--- config.mk ---
export PLATFORM = sky130hd
export DESIGN_NAME = msk_phase_mod
export DESIGN_NICKNAME = d
export VERILOG_FILES = /design/src/rtl/msk_pkg.sv /design/src/rtl/msk_sym_ctrl.sv /design/src/rtl/msk_phase_acc.sv /design/src/rtl/msk_sincos_lut.sv /design/src/rtl/msk_phase_mod.sv
export SDC_FILE = /design/constraint.sdc
export NUM_CORES = 1
export LEC_CHECK = 0
export ABC_AREA = 1
export ABC_CLOCK_PERIOD_IN_PS = 5760
export CAP_MARGIN = 15
export CORE_UTILIZATION = 35
export DETAILED_ROUTE_END_ITERATION = 6
export PLACE_DENSITY_LB_ADDON = 0.1
export SYNTH_ARGS = -nofsm -noshare
export SYNTH_HDL_FRONTEND = slang
export SYNTH_SLANG_ARGS = --single-unit
--- constraint.sdc ---
create_clock -name clk -period 5.76 [get_ports clk]
set_input_delay 0.576 -clock clk [delete_from_list [all_inputs] [get_ports clk]]
set_output_delay 0.576 -clock clk [all_outputs]
set_load 0.01 [all_outputs]
--- src/rtl/msk_pkg.sv ---
package msk_pkg;

  // Quarter-wave folding: which way to read the table and whether to negate
  typedef struct packed {
    logic mirror;
    logic negate;
  } fold_t;

  // Quadrant 0..3 counter-clockwise; cosine uses quadrant + 1
  function automatic fold_t sin_fold(input logic [1:0] quad);
    fold_t f;
    f.mirror = quad[0];
    f.negate = quad[1];
    return f;
  endfunction

endpackage

--- src/rtl/msk_sym_ctrl.sv ---
module msk_sym_ctrl #(
  parameter int PW = 16,
  parameter logic [PW-1:0] STEP_UP = '0,
  parameter logic [PW-1:0] STEP_DN = '0
) (
  input  logic          clk,
  input  logic          rst_n,
  input  logic          sym_stb,
  input  logic          sym_bit,
  output logic          cur_bit,
  output logic [PW-1:0] step
);

  always_ff @(posedge clk or negedge rst_n) begin
    if (!rst_n)       cur_bit <= 1'b0;
    else if (sym_stb) cur_bit <= sym_bit;
  end

  assign step = cur_bit ? STEP_UP : STEP_DN;


  bit_capture_chk: assert property (@(posedge clk) disable iff (!rst_n)
    sym_stb |=> (cur_bit == $past(sym_bit)));


  bit_hold_chk: assert property (@(posedge clk) disable iff (!rst_n)
    !sym_stb |=> $stable(cur_bit));

endmodule

--- src/rtl/msk_phase_acc.sv ---
module msk_phase_acc #(
  parameter int PW = 16
) (
  input  logic          clk,
  input  logic          rst_n,
  input  logic          adv_en,
  input  logic [PW-1:0] step,
  output logic [PW-1:0] phase
);

  always_ff @(posedge clk or negedge rst_n) begin
    if (!rst_n)      phase <= '0;
    else if (adv_en) phase <= phase + step;
  end


  idle_hold_chk: assert property (@(posedge clk) disable iff (!rst_n)
    !adv_en |=> $stable(phase));

endmodule

--- src/rtl/msk_sincos_lut.sv ---
module msk_sincos_lut import msk_pkg::*; #(
  parameter int QA = 6,
  parameter int OW = 12
) (
  input  logic                 clk,
  input  logic                 rst_n,
  input  logic                 lk_en,
  input  logic [QA+1:0]        addr,
  output logic signed [OW-1:0] cos_o,
  output logic signed [OW-1:0] sin_o,
  output logic                 vld
);

  localparam int  QN    = 1 << QA;
  localparam int  AMP   = (1 << (OW-1)) - 1;
  localparam int  AMP_LO = AMP*AMP - 2*AMP - 2;
  localparam int  AMP_HI = AMP*AMP + 2*AMP + 2;
  localparam real HALF_PI = 1.5707963267948966;

  // Magnitude table sampled at bucket centres, so a mirrored read is ~idx
  logic [OW-2:0] rom [QN];
  for (genvar i = 0; i < QN; i++) begin : g_rom
    localparam real ANG = (real'(i) + 0.5) * HALF_PI / real'(QN);
    assign rom[i] = (OW-1)'($rtoi(real'(AMP) * $sin(ANG) + 0.5));
  end

  logic [1:0]    quad;
  logic [QA-1:0] idx;
  assign quad = addr[QA+1:QA];
  assign idx  = addr[QA-1:0];

  fold_t fs, fc;
  logic [OW-2:0] mag_s, mag_c;
  logic signed [OW-1:0] pos_s, pos_c, s_val, c_val;

  always_comb begin
    fs    = sin_fold(quad);
    fc    = sin_fold(quad + 2'd1);
    mag_s = rom[fs.mirror ? ~idx : idx];
    mag_c = rom[fc.mirror ? ~idx : idx];
    pos_s = $signed({1'b0, mag_s});
    pos_c = $signed({1'b0, mag_c});
    s_val = fs.negate ? -pos_s : pos_s;
    c_val = fc.negate ? -pos_c : pos_c;
  end

  logic en_d;
  always_ff @(posedge clk or negedge rst_n) begin
    if (!rst_n) begin
      en_d  <= 1'b0;
      vld   <= 1'b0;
      cos_o <= '0;
      sin_o <= '0;
    end else begin
      en_d <= lk_en;
      vld  <= en_d;
      if (en_d) begin
        cos_o <= c_val;
        sin_o <= s_val;
      end
    end
  end

  int amp_sq;
  assign amp_sq = int'(cos_o) * int'(cos_o) + int'(sin_o) * int'(sin_o);


  amp_const_chk: assert property (@(posedge clk) disable iff (!rst_n)
    vld |-> (amp_sq >= AMP_LO && amp_sq <= AMP_HI));


  out_hold_chk: assert property (@(posedge clk) disable iff (!rst_n)
    !en_d |=> ($stable(cos_o) && $stable(sin_o)));

endmodule

--- src/rtl/msk_phase_mod.sv ---
module msk_phase_mod #(
  parameter int PW       = 16,
  parameter int SYM_LEN  = 16,
  parameter int CARR_INC = 2048,
  parameter int QA       = 6,
  parameter int OW       = 12
) (
  input  logic                 clk,
  input  logic                 rst_n,
  input  logic                 smp_en,
  input  logic                 sym_stb,
  input  logic                 sym_bit,
  output logic [PW-1:0]        phase_o,
  output logic signed [OW-1:0] cos_o,
  output logic signed [OW-1:0] sin_o,
  output logic                 out_vld
);

  localparam int QTURN   = 1 << (PW-2);
  localparam int DEV_INC = QTURN / SYM_LEN;
  localparam logic [PW-1:0] STEP_UP = PW'(CARR_INC + DEV_INC);
  localparam logic [PW-1:0] STEP_DN = PW'(CARR_INC - DEV_INC);

  logic          cur_bit;
  logic [PW-1:0] step;

  msk_sym_ctrl #(.PW(PW), .STEP_UP(STEP_UP), .STEP_DN(STEP_DN)) u_ctrl (
    .clk     (clk),
    .rst_n   (rst_n),
    .sym_stb (sym_stb),
    .sym_bit (sym_bit),
    .cur_bit (cur_bit),
    .step    (step)
  );

  msk_phase_acc #(.PW(PW)) u_acc (
    .clk    (clk),
    .rst_n  (rst_n),
    .adv_en (smp_en),
    .step   (step),
    .phase  (phase_o)
  );

  msk_sincos_lut #(.QA(QA), .OW(OW)) u_lut (
    .clk   (clk),
    .rst_n (rst_n),
    .lk_en (smp_en),
    .addr  (phase_o[PW-1 -: QA+2]),
    .cos_o (cos_o),
    .sin_o (sin_o),
    .vld   (out_vld)
  );


  step_size_chk: assert property (@(posedge clk) disable iff (!rst_n)
    smp_en |=> ((PW'(phase_o - $past(phase_o)) == STEP_UP) ||
                (PW'(phase_o - $past(phase_o)) == STEP_DN)));


  vld_rise_chk: assert property (@(posedge clk) disable iff (!rst_n)
    smp_en |=> ##1 out_vld);


  vld_low_chk: assert property (@(posedge clk) disable iff (!rst_n)
    !smp_en |=> ##1 !out_vld);

endmodule

Word level (Yosys, flattened, before mapping)
Memories as Yosys holds them, arrays and structs flattened. Index checks and enable logic that the tools add are counted. Widths: inputs -> output; s select.

Register bits: 43. Memory bits (read-only): 1408. Input bits: 5. Output and inout bits: 41. Memories: 2.

Memories: (no name shown) (words 64, width 11, rd ports 1, clocked after memory_dff 0, write ports 0, line msk_sincos_lut.sv:40) `mag_c = rom[fc.mirror ? ~idx : idx];`; (no name shown) (words 64, width 11, rd ports 1, clocked after memory_dff 0, write ports 0, line msk_sincos_lut.sv:39) `mag_s = rom[fs.mirror ? ~idx : idx];`.

Add/subtract/negate cells: 4. Magnitude comparators: 2. Multiplexer cells: 9. Bitwise operators: 3.

Operators with widths (count): $mux 11 (4); $mux 12 (3); $neg 11->12 (2); $add 16x12->16 (1); $ge 7x7->1 const B (2); $not 6->7 (2); $mux 6 (2); $not 6->6 (1); $add 2x1->2 const B (1).

Logic depth before layout (Yosys ltp)
Depth in word-level cells: 8. Gate-level depth with buffers: 18.

Cells and area by module
A second synthesis with hierarchy kept.

Cell total of the unflattened synthesis: 946. Area total of the unflattened synthesis: 5539.1 µm².

By module, submodules not included: msk_sincos_lut (instances 1, cells an instance 686, area an instance 3843.7 µm², sequential area each 650.6 µm²); msk_phase_acc (instances 1, cells an instance 237, area an instance 1527.7 µm², sequential area each 400.4 µm²); msk_sym_ctrl (instances 1, cells an instance 23, area an instance 167.7 µm², sequential area each 25.0 µm²).

Worst setup path after synthesis
OpenSTA, ideal clock, no wires.

Path kind: register -> register. From: reg u_acc.phase[14]. To: reg u_lut.sin_o[4]. Library setup time: 0.083 ns. Arrival time: 2.443 ns. Required time: 5.677 ns. Path slack: 3.235 ns. Cell stages (with the launch flop): 16. Period minus slack after synthesis: 2.525 ns. Cells stage by stage: dfrtp_1 -> inv_2 -> ha_1 -> buf_4 -> inv_2 -> buf_4 -> nand2_1 -> nand3_1 -> nand3_1 -> o21ai_1 -> inv_1 -> ha_1 -> nand3_1 -> nand2_1 -> xor2_1 -> o21ai_0.

Longest elaborated chain between the ends: 7.

RTL lines: from (decl) (line msk_phase_acc.sv:8) `output logic [PW-1:0] phase`; from (signal assigned) (line msk_phase_acc.sv:13) `else if (adv_en) phase <= phase + step;`; $mux 6 (*) (line msk_sincos_lut.sv:39); $not 6->7 (*) (line msk_sincos_lut.sv:39); $mem_v2 64x11 (*); $mux 11 (*) (2 in a row) (line msk_sincos_lut.sv:39); $neg 11->12 (line msk_sincos_lut.sv:43) `s_val = fs.negate ? -pos_s : pos_s;`; $mux 12 (*) (line msk_sincos_lut.sv:43); to (signal assigned) (line msk_sincos_lut.sv:59) `sin_o <= s_val;`; to (decl) (line msk_sincos_lut.sv:10) `output logic signed [OW-1:0] sin_o,`.

Mark *: on every way between the ends. The rest lies on a longest branch, timed or not. The select of a mux whose other input is x is not followed. A chain may end at the register's enable or synchronous reset.

Worst setup path after layout
Ends and elaborated chain as after synthesis.

==> out/qor.yml <==
synth_top_cell_by_area: "nand2_1"
crit_slowest_cell: "ha_1"
grt_pass1_wl_mm: 14.6
ys_warn_count: 0
crit_arrival_ps: 3800
r2r_end: "u_lut.sin_o[4]"
firstDrtPassIters: 5
hold_depth: 2
slew_viol_final: 0
synth.avg_cell_area_um2: 6.05
fin_tns_setup_ps: 0
area_growth_syn_to_layout_pct: 13.1
die_w_um: 96.4
drc: 0
synth_top_area_share: 0.272
cts_setup_buffers: 0
layout_commonest_cell: "nand2_1"
worstSetupStartpointType: "flop"
seq_area_frac_synth: 0.265
r2r-start: "u_acc.phase[14]"
cpPeakStageDelay_ps: 880
core_um2: 8680
grt_overflow: 0
initial_utilization: 0.359
layout_common_cells: "nand2_1 (226), nand3_1 (69), inv_1 (36), clkdlybuf4s50_1 (35), dfrtp_1 (33)"
hold_viol: 0
synthTopCellsByArea: "nand2_1 (27%), dfrtp_1 (26%), nand3_1 (11%)"
required_ps: 5900
path_buf_inv: 2
die_area_um2: 9290
clock_skew_ps: 6.49
path_common_cell: "nand2_1"
worst_setup_path_end_kind: "flop"
crit_end: "u_lut.sin_o[4]"
cts.htree.levels: 2
hold_class: "reg2reg"
syn_inst: 515
cts-hold-fix-buffers: 0
rsz0062_at_grt: "false"
crit_path_start: "u_acc.phase[14]"
clock.fmax_mhz: 273
ys_seq_elements: 33
drive_above_1_share: 0.0466
synth.distinct_cells: 28
cts.sinks: 33
vias: 3246
ctsResizeCount: 0
grt_pass1_vias: 2911
routed_wl_mm: 9.30
worst_pin_slew_ps: 945
rrSetupSlack_ps: 2100
clockBufferDepth: 2
pin_count: 46
drt-initial-drc-count: 251
insertion_delay_ps: 300
cts_buffers: 5
max-cap-violations: 0
path_max_fanout: 28
cts_tree: "built"
antenna_found_initial: 0
fp.dieH_um: 96.4
fin_crit_sh: 0.635
hpwl_mm: 6.84
utilization: 0.406
netlist_area_um2: 3120
grt_start_max_net_pins: 40
nets: 556
via_per_inst: 5.04
min_period_ps: 3660
root_buffer: "clkbuf_8"
wire_per_inst_um: 14.4
timing.slew.headroom: 0.369
setup_violations: 0
crit_cells: 13
path_delay_family: "adder cells"
gp_congestion: 0.960
criticalPathCategory: "reg2reg"
portBuffers: 35
grt_use_total: 0.210
clk_pin_slew_worst_paths_ps: 80
num_rows: 34
crit_chain: "inv_2, ha_1, nand2_1, o21ai_0, nand2_1, nand3_1, o21ai_1, inv_1, ha_1, nand3_1, nand2_1, xor2_1, o21ai_0"
final_antenna_net_count: 0
antennaDiodeCount: 0
reg2reg_depth: 13
status: "finished, final reports clean"
-- Yosys cell counts (all sizes together) --
| cell | n |
|---|---|
| nand2 | 233 |
| nand3 | 69 |
| inv | 40 |
| o21ai | 36 |
| dfrtp | 33 |
| nor2 | 29 |
| buf | 24 |
| ha | 15 |
| a21oi | 11 |
| clkbuf | 8 |
| xor2 | 8 |
| nand4 | 2 |
| o211ai | 2 |
| a31oi | 1 |
| conb | 1 |
| fa | 1 |
| nor3 | 1 |
| xnor2 | 1 |
-- metal layers --
layer	global-route usage	vias up	part of all wire
met4	0.0858	0	0.030
met5	0	-	0
met1	0.277	1465	0.47
met3	0.0329	24	0.049
li1	-	1653	-
met2	0.342	104	0.45
-- cells by family after synthesis --
group / after synthesis / share of synthesized area
and+or+nand+nor: 334 / 0.442
DFF: 33 / 0.265
adders and majority gates: 16 / 0.0666
other: 1 / 0.00120
AOI/OAI and AO/OA: 50 / 0.0859
xor gates and xnor gates: 9 / 0.0253
buffers and inverters: 72 / 0.114
-- metrics by stage --
stage                     instance area (um^2)  hold WS (ps)  instances  worst slack (ps)
after CTS                                 3530           488        644              2120
after global placement                    3440           463        636              2280
after floorplan                           3150           280        524              3230
final                                     3530           485        644              2100
after detailed placement                  3440           467        636              2140
after global routing                      3530           515        644              1700
-- worst min path at each step --
stage / slack (ps) / endpoint / startpoint
detailed placement: 470 / u_lut.sin_o[8] / u_lut.sin_o[8]
finish: 480 / u_lut.sin_o[8] / u_lut.sin_o[8]
CTS: 490 / u_lut.sin_o[8] / u_lut.sin_o[8]
global placement: 460 / u_lut.cos_o[9] / u_lut.cos_o[9]
floorplan: 280 / u_acc.phase[10] / rst_n
global route: 520 / u_lut.sin_o[10] / u_lut.sin_o[10]
-- sequential cells by signal, indices dropped and copies added, names as in the netlist --
register / flops
u_acc.phase: 6
u_ctrl.cur_bit: 1
u_lut.cos_o: 12
u_lut.en_d: 1
u_lut.sin_o: 12
u_lut.vld: 1
-- worst register-to-register path: cells and delay by family, from the launching register on --
kind                     cells  cell delay, ps
XOR/XNOR                     1             140
AO/OA/AOI/OAI                3             400
flip-flops                   1             770
adder cells (fa/ha/maj)      2            1130
AND/OR/NAND/NOR              5             710
buffers and inverters        2             390
-- area by class of cell --
| type | count | area (um^2) |
|---|---|---|
| sequential | 33 | 826 |
| clock inverter | 3 | 17.5 |
| clock buffer | 5 | 68.8 |
| fill | 983 | 5150 |
| tap | 108 | 135 |
| timing repair buffer | 36 | 358 |
| inverter | 40 | 150 |
| multi-input combinational | 419 | 1970 |
Power is left out: the tool's default activity adds up to more than one toggle a clock period on the data nets, which glitch-free logic cannot reach.
